[config.mk]
export PLATFORM = sky130hd
export DESIGN_NAME = i2c_marker_target
export DESIGN_NICKNAME = d
export VERILOG_FILES = /design/src/rtl/i2ct_pkg.sv /design/src/rtl/i2ct_sync.sv /design/src/rtl/i2ct_linecond.sv /design/src/rtl/i2ct_engine.sv /design/src/rtl/i2c_marker_target.sv
export SDC_FILE = /design/constraint.sdc
export NUM_CORES = 1
export LEC_CHECK = 0
export BUFFER_PORTS_ARGS = -buffer_cell sky130_fd_sc_hd__buf_2
export CAP_MARGIN = 20
export CORE_MARGIN = 2
export CORE_UTILIZATION = 40
export CTS_CLUSTER_DIAMETER = 50
export DETAILED_ROUTE_END_ITERATION = 10
export PLACE_DENSITY = 0.62
export SLEW_MARGIN = 20
export SYNTH_ARGS = -nofsm -noshare
export SYNTH_HDL_FRONTEND = slang
export SYNTH_SLANG_ARGS = --single-unit
[constraint.sdc]
create_clock -name clk -period 1.9 [get_ports clk]
set_clock_uncertainty 0.2 [all_clocks]
set_input_delay 0.38 -clock clk [delete_from_list [all_inputs] [get_ports clk]]
set_output_delay 0.38 -clock clk [all_outputs]
set_load 0.01 [all_outputs]
[src/rtl/i2ct_pkg.sv]
package i2ct_pkg;
  typedef enum logic [2:0] {
    ST_IDLE,
    ST_ADDR,
    ST_ADDR_ACK,
    ST_WR,
    ST_WR_ACK,
    ST_RD,
    ST_RD_ACK,
    ST_SKIP
  } tgt_state_e;
endpackage

[src/rtl/i2ct_sync.sv]
module i2ct_sync #(
  parameter int W      = 2,
  parameter int STAGES = 2
) (
  input  logic         clk,
  input  logic         rst,
  input  logic [W-1:0] din,
  output logic [W-1:0] dout
);
  for (genvar i = 0; i < W; i++) begin : g_line
    logic [STAGES-1:0] chain;
    always_ff @(posedge clk) begin
      if (rst) chain <= '1;
      else     chain <= {chain[STAGES-2:0], din[i]};
    end
    assign dout[i] = chain[STAGES-1];
  end
endmodule

[src/rtl/i2ct_linecond.sv]
module i2ct_linecond (
  input  logic clk,
  input  logic rst,
  input  logic scl,
  input  logic sda,
  output logic scl_rise,
  output logic scl_fall,
  output logic start_c,
  output logic stop_c
);
  logic scl_p, sda_p;

  always_ff @(posedge clk) begin
    if (rst) begin
      scl_p <= 1'b1;
      sda_p <= 1'b1;
    end else begin
      scl_p <= scl;
      sda_p <= sda;
    end
  end

  assign scl_rise = scl & ~scl_p;
  assign scl_fall = ~scl & scl_p;
  assign start_c  = scl & scl_p & sda_p & ~sda;
  assign stop_c   = scl & scl_p & ~sda_p & sda;
endmodule

[src/rtl/i2ct_engine.sv]
module i2ct_engine
  import i2ct_pkg::*;
#(
  parameter int DATA_W = 8
) (
  input  logic              clk,
  input  logic              rst,
  input  logic              scl_rise,
  input  logic              scl_fall,
  input  logic              start_c,
  input  logic              stop_c,
  input  logic              sda_s,
  input  logic [DATA_W-2:0] my_addr,
  input  logic              core_busy,
  input  logic [DATA_W-1:0] rd_data,
  output logic              sda_oe,
  output logic              rd_take,
  output logic [DATA_W-1:0] wr_data,
  output logic              wr_valid
);
  localparam int CNT_W = $clog2(DATA_W + 1);
  localparam logic [CNT_W-1:0] CNT_FULL = CNT_W'(DATA_W);

  tgt_state_e        state;
  logic [CNT_W-1:0]  cnt;
  logic [DATA_W-1:0] shreg;
  logic [DATA_W-1:0] tx;
  logic              rw;
  logic              busy_lat;
  logic              nack;

  always_ff @(posedge clk) begin
    if (rst) begin
      state    <= ST_IDLE;
      cnt      <= '0;
      shreg    <= '0;
      tx       <= '0;
      rw       <= 1'b0;
      busy_lat <= 1'b0;
      nack     <= 1'b0;
      sda_oe   <= 1'b0;
      rd_take  <= 1'b0;
      wr_data  <= '0;
      wr_valid <= 1'b0;
    end else begin
      wr_valid <= 1'b0;
      rd_take  <= 1'b0;
      if (stop_c) begin
        state  <= ST_IDLE;
        sda_oe <= 1'b0;
      end else if (start_c) begin
        state  <= ST_ADDR;
        cnt    <= '0;
        sda_oe <= 1'b0;
      end else begin
        case (state)
          ST_ADDR: begin
            if (scl_rise && cnt != CNT_FULL) begin
              shreg <= {shreg[DATA_W-2:0], sda_s};
              cnt   <= cnt + 1'b1;
            end else if (scl_fall && cnt == CNT_FULL) begin
              if (shreg[DATA_W-1:1] == my_addr) begin
                sda_oe   <= 1'b1;
                rw       <= shreg[0];
                busy_lat <= core_busy;
                state    <= ST_ADDR_ACK;
              end else begin
                state <= ST_SKIP;
              end
            end
          end
          ST_ADDR_ACK: begin
            if (scl_fall) begin
              cnt <= '0;
              if (rw) begin
                tx     <= {DATA_W{busy_lat}};
                sda_oe <= ~busy_lat;
                state  <= ST_RD;
              end else begin
                sda_oe <= 1'b0;
                state  <= ST_WR;
              end
            end
          end
          ST_WR: begin
            if (scl_rise && cnt != CNT_FULL) begin
              shreg <= {shreg[DATA_W-2:0], sda_s};
              cnt   <= cnt + 1'b1;
            end else if (scl_fall && cnt == CNT_FULL) begin
              sda_oe   <= 1'b1;
              wr_data  <= shreg;
              wr_valid <= 1'b1;
              state    <= ST_WR_ACK;
            end
          end
          ST_WR_ACK: begin
            if (scl_fall) begin
              sda_oe <= 1'b0;
              cnt    <= '0;
              state  <= ST_WR;
            end
          end
          ST_RD: begin
            if (scl_rise) begin
              cnt <= cnt + 1'b1;
            end else if (scl_fall) begin
              if (cnt == CNT_FULL) begin
                sda_oe <= 1'b0;
                state  <= ST_RD_ACK;
              end else begin
                tx     <= {tx[DATA_W-2:0], 1'b0};
                sda_oe <= ~tx[DATA_W-2];
              end
            end
          end
          ST_RD_ACK: begin
            if (scl_rise) begin
              nack <= sda_s;
            end else if (scl_fall) begin
              if (nack) begin
                sda_oe <= 1'b0;
                state  <= ST_SKIP;
              end else begin
                tx      <= rd_data;
                rd_take <= 1'b1;
                sda_oe  <= ~rd_data[DATA_W-1];
                cnt     <= '0;
                state   <= ST_RD;
              end
            end
          end
          default: ;
        endcase
      end
    end
  end
endmodule

[src/rtl/i2c_marker_target.sv]
module i2c_marker_target #(
  parameter int DATA_W  = 8,
  parameter int STRAP_W = 2,
  parameter int STAGES  = 2,
  parameter logic [DATA_W-2-STRAP_W:0] ADDR_HI = 5'b10000
) (
  input  logic               clk,
  input  logic               rst,
  input  logic               scl_i,
  input  logic               sda_i,
  output logic               sda_oe,
  input  logic [STRAP_W-1:0] strap_i,
  input  logic               core_busy,
  input  logic [DATA_W-1:0]  rd_data,
  output logic               rd_take,
  output logic [DATA_W-1:0]  wr_data,
  output logic               wr_valid
);
  logic scl_s, sda_s;
  logic scl_rise, scl_fall, start_c, stop_c;
  logic [DATA_W-2:0] my_addr;

  assign my_addr = {ADDR_HI, strap_i};

  i2ct_sync #(.W(2), .STAGES(STAGES)) u_sync (
    .clk  (clk),
    .rst  (rst),
    .din  ({scl_i, sda_i}),
    .dout ({scl_s, sda_s})
  );

  i2ct_linecond u_cond (
    .clk      (clk),
    .rst      (rst),
    .scl      (scl_s),
    .sda      (sda_s),
    .scl_rise (scl_rise),
    .scl_fall (scl_fall),
    .start_c  (start_c),
    .stop_c   (stop_c)
  );

  i2ct_engine #(.DATA_W(DATA_W)) u_eng (
    .clk       (clk),
    .rst       (rst),
    .scl_rise  (scl_rise),
    .scl_fall  (scl_fall),
    .start_c   (start_c),
    .stop_c    (stop_c),
    .sda_s     (sda_s),
    .my_addr   (my_addr),
    .core_busy (core_busy),
    .rd_data   (rd_data),
    .sda_oe    (sda_oe),
    .rd_take   (rd_take),
    .wr_data   (wr_data),
    .wr_valid  (wr_valid)
  );
endmodule

* Word-level counts from Yosys, hierarchy flattened *
Index checks and enable logic that the tools add are counted.
Widths: inputs -> output; s select.

word-level totals
  flip-flop bits (word level) = 42
  output and inout port bits = 11
  bits of input ports = 15

operators by class
  add/sub/neg operators = 1
  bitwise operators = 20
  equal/unequal tests = 39
  reduce and logical (&&, ||, !) cells = 21
  multiplexer cells = 50

operators with widths
  operator            count
  $mux 7              8
  $mux 3              13
  $reduce_and 12->1   3
  $mux 4              7
  $ne 3x2->1 const B  8
  $pmux 7 s3          1
  $ne 2x1->1 const B  9
  $pmux 3 s6          1
  $mux 1              17
  $pmux 4 s4          1
  $ne 3x3->1 const B  5
  $not 1->1           13
  $ne 2x2->1 const B  6
  $reduce_and 11->1   1
  $eq 3x3->1 const B  3
  $reduce_and 4->1    2
  $reduce_and 8->1    1
  $and 1x1->1         7
  $eq 7x7->1          1
  $reduce_bool 7->1   1
  $eq 3x2->1 const B  2
  $ne 3x1->1 const B  2
  $pmux 1 s6          1
  $reduce_and 6->1    1
  14 further kinds    17

* Depth between registers and ports, before layout *
  depth in word-level cells = 7
  mapped depth = 8
  depth with buffers taken out = 7

* By module *
From an unflattened synthesis, not the netlist that was laid out.

unflattened totals
  cells, all modules = 256
  area, all modules = 2170.8 µm²

modules (own cells, without submodules)
  module             area each (µm²)  times used  cells an instance
  i2ct_engine        1958.1           1           236
  i2ct_sync          120.1            1           10
  i2ct_linecond      85.1             1           8
  i2c_marker_target  7.5              1           2

* Worst setup path before layout *
Ideal clock, no wire load.

  path kind = register to register
  from = register u_eng.shreg[6]
  to = register u_eng.busy_lat
  stages on the path, launching flop included = 6
  setup slack = -0.221 ns
  arrival = 1.797 ns
  clock period less this slack = 2.121 ns
  buffers on the path = 0
  library setup time = 0.124 ns
  cells stage by stage = dfxtp_1 -> or4b_1 -> or4_4 -> nor4_4 -> mux2i_1 -> nor2_1

between the ends
  cells in the longest elaborated chain, start to end = 2

RTL lines
  what                        RTL line           source
  from (decl)                 i2ct_engine.sv:26  logic [DATA_W-1:0] shreg;
  from (signal assigned)      i2ct_engine.sv:59  shreg <= {shreg[DATA_W-2:0], sda_s};
  from (signal assigned)      i2ct_engine.sv:87  shreg <= {shreg[DATA_W-2:0], sda_s};
  $eq 7x7->1                  i2ct_engine.sv:62  if (shreg[DATA_W-1:1] == my_addr) begin
  $reduce_and 6->1 (no line)  -
  to (signal assigned)        i2ct_engine.sv:65  busy_lat <= core_busy;
  to (decl)                   i2ct_engine.sv:29  logic busy_lat;

Every way passes these cells.
A chain may end at the register's enable or synchronous reset.

* Final worst setup path *
  from = register u_eng.shreg[6]
  to = register u_eng.state[2]

between the ends
  cells in the longest elaborated chain, start to end = 5

RTL lines
  what                  RTL line           source
  $eq 7x7->1            i2ct_engine.sv:62
  $mux 3                i2ct_engine.sv:62
  $mux 3                i2ct_engine.sv:61  end else if (scl_fall && cnt == CNT_FULL) begin
  $mux 3                i2ct_engine.sv:58  if (scl_rise && cnt != CNT_FULL) begin
  $pmux 3 s6            i2ct_engine.sv:56  case (state)
  to (signal assigned)  i2ct_engine.sv:52  state <= ST_ADDR;
  to (signal assigned)  i2ct_engine.sv:66  state <= ST_ADDR_ACK;
  to (signal assigned)  i2ct_engine.sv:68  state <= ST_SKIP;
  to (decl)             i2ct_engine.sv:24  tgt_state_e state;

Every way passes these cells. The select of a mux whose other input is x is not followed.

==> results.ini <==
[placement]
gp_routability_congestion = 0.810
port-buffer-count = 25
place_hpwl_um = 3370
dp_worst_setup_slack_ps = -216
placed_cell_area_mm2 = 0.00249

[setup_path]
crit_path_start = u_eng.shreg[6]$_SDFFE_PP0P_
worstPathArrival_ps = 2070
reg2reg_from = u_eng.shreg[6]$_SDFFE_PP0P_
worstPathRequired_ps = 1890
cp-end-kind = register
worstPathMaxFanout = 3
worst-setup-path-type = register to register
critical_path.startpoint_type = register

[final_layout]
num_antenna_cells = 0
fin_nets = 306
finalInstanceArea_mm2 = 0.00274
drive_above_1_share_pct = 35.9
area_delta_synth_final_pct = 32.7
nFillCells = 475

[yosys]
synth_top_flop_cell = dfxtp_1
synth_fa_ha_area_share_pct = 1.21
synth_edf_count = 0
ys_seq_area_share_pct = 40.8
synth-seq-cells = 42
synth.area.top_cells = dfxtp_1 41%, mux2i_1 10%, nor2_1 6.2%
synth_area_mm2 = 0.00206
synth-async-reset-ratio_pct = 0
synth_area_per_cell_um2 = 9.05
yosysTopAreaCell = dfxtp_1
synth_cell_type_count = 47
synth_compound_area_share_pct = 19.4
syn-num-nets = 245
ys_warn_count = 0
synth_top_family_by_area = simple AND/OR/NAND/NOR gates
yosys.area_share.xor_xnor_pct = 1.27
synthMuxAreaShare_pct = 10.2
syn_inst = 228
yosys.area.top_type_share_pct = 40.8
synth-simple-area-share_pct = 21.5

[clock_tree]
htree_levels = 2
tritoncts = done
numCtsBuffers = 5
clock-root-buffer = clkbuf_8
clock-sinks = 42
clk_latency_ps = 300
clockBufferDepth = 2
postCtsHoldBufs = 0
clk_pin_slew_ps = 80

[global_routing]
antenna_found_initial = 0
grt_overflow = 0
first_global_vias = 1680
track_usage_pct = 17.9
grt_pass1_wl_um = 7750
grt_start_max_net_pins = 28

[worst_hold_path]
worstHoldStart = scl_i
hold_path_class = input port to register

[drt]
drt-vias-per-instance = 5.23
via_count = 1882
wl_per_cell_um = 13.4
ant_nets = 0
routed_wl_um = 4830
dr.pass1.iters = 5
dr.first_iter.drc_count = 66
post-route-drc-count = 0

[timing]
setup_slack_ps = -174
worst_pin_slew_ps = 429
setup-tns-final_ps = -837
slew_headroom_pct = 71.3
report.final.hold_viol_count = 0
final_max_slew_viol_count = 0
max_freq_ghz = 0.482
setup_viol = 7
grt_setup_unrepaired = yes
fin_crit_ps = 2070
min_period_over_period_pct = 109

[die]
start_util_pct = 40.9
die_w_um = 75.8
rows = 26
die_area_mm2 = 0.00575
die_h_um = 75.8
io_pins = 26
core-area_mm2 = 0.00504

[run_status]
status = finished, violations left
failed_checks = setup timing

[power_and_ir_drop]
vdd_drop_max_mv = 0.435
power_leakage_nw = 1.18
sw_frac_of_total_pct = 22.4
pwr-share-clk_pct = 41.2
switchingPower_w = 0.000387
power_density_mw_per_mm2 = 631
power_frac_seq_pct = 51.7
p_int_w = 0.00134
power.share.combinational_pct = 7.2

[job]
cap_violations = 0

stage by stage:
| stage | hold WS, ps | utilization (%) | instances | total power [W] |
|---|---|---|---|---|
| after detailed placement | 194 | 49.5 | 347 | 0.00103 |
| after global placement | 193 | 49.5 | 347 | 0.00103 |
| after global routing | 56.2 | 54.3 | 360 | 0.00178 |
| after CTS | 55.4 | 52.7 | 358 | 0.00173 |
| final | 63.3 | 54.3 | 360 | 0.00173 |
| after floorplan | 189 | - | 228 | 0.000974 |
kinds of logic after synthesis:
kind of cell / after synthesis
simple gates: 83
mux: 21
buf+inv: 19
compound gates: 58
fa+ha+maj: 2
xor+xnor: 3
flops: 42
timing repair:
action                     in CTS  in global routing
pin swaps                       6                 15
hold endpoints to repair        0                  0
gates cloned                    0                  1
setup endpoints to repair       7                 31
resized for setup               9                 17
setup buffers                   3                  2
final cells by class:
| class | instances | area [µm²] | share of cell area, % |
|---|---|---|---|
| multi-input combinational | 167 | 1190 | 43.5 |
| sequential | 42 | 846 | 30.9 |
| timing repair buffer | 67 | 482 | 17.6 |
| tap | 70 | 87.6 | 3.20 |
| clock buffer | 6 | 72.6 | 2.65 |
| clock inverter | 2 | 37.5 | 1.37 |
| inverter | 6 | 22.5 | 0.823 |
power by group through the flow:
stage               Sequential [W]  Combinational [W]  Clock, W
CTS                       0.000893           0.000115  0.000723
detailed placement        0.000913           0.000112         0
floorplan                 0.000916          0.0000584         0
global route              0.000894           0.000136  0.000751
finish                    0.000893           0.000124  0.000711
global placement          0.000913           0.000113         0
flip-flops by register name, indices dropped and copies added, names as in the netlist, 3 cells and up:
name,count
u_eng.cnt,4
u_eng.shreg,8
u_eng.state,3
u_eng.tx,7
u_eng.wr_data,8
u_sync.g_line.chain,4
path summary, 6_finish.rpt:
kind	endpoint	slack (ps)	depth (start not counted)
setup / recovery	u_eng.state[2]$_SDFFE_PP0P_	-170	6
hold / removal	u_sync.g_line[1].chain[0]$_SDFF_PP1_	60	2
setup reg to reg	u_eng.state[2]$_SDFFE_PP0P_	-170	6
hold reg to reg	u_sync.g_line[1].chain[1]$_SDFF_PP1_	210	1
layer usage:
layer  share of wire, %  wire, µm  GRT usage (%)  vias to the layer above
met5                  0         0              0                        -
met2                 48      2330           28.7                       46
met3                4.5       218           4.50                        6
li1                   -         -              -                      944
met4                1.3        64           7.60                        0
met1                 46      2220           22.9                      886
cell usage after synthesis, drive strengths merged (2+ instances only):
master / n
dfxtp: 42
nor2: 34
mux2i: 21
o21ai: 16
nand2: 9
clkbuf: 8
a21oi: 7
nand3: 7
or2: 7
o211ai: 6
o21a: 6
o2bb2ai: 6
inv: 5
nand2b: 5
or4: 4
buf: 3
nor2b: 3
xor2: 3
a211oi: 2
a22oi: 2
a31oi: 2
and3: 2
dlygate4sd1: 2
ha: 2
nand3b: 2
nor3: 2
nor3b: 2
o31ai: 2
critical path, cell delays in order (launching register included):
cell	delay (ps)
dfxtp_2	320
or4b_1	500
or4_4	460
buf_6	150
nor2_2	80
nor2_1	50
o221a_2	220
cells in the final DEF, fill, tap and decap left out, types with 6 or more instances in the layout:
cell,Yosys,layout
o211ai_1,6,6
dfxtp_1,42,38
o21ai_0,16,14
buf_4,0,34
mux2i_1,21,20
buf_2,1,26
nand2_1,9,8
nor2_1,34,32
or2_2,7,7
o21a_1,6,6
Note: power is estimated with default switching activity, not from simulation.
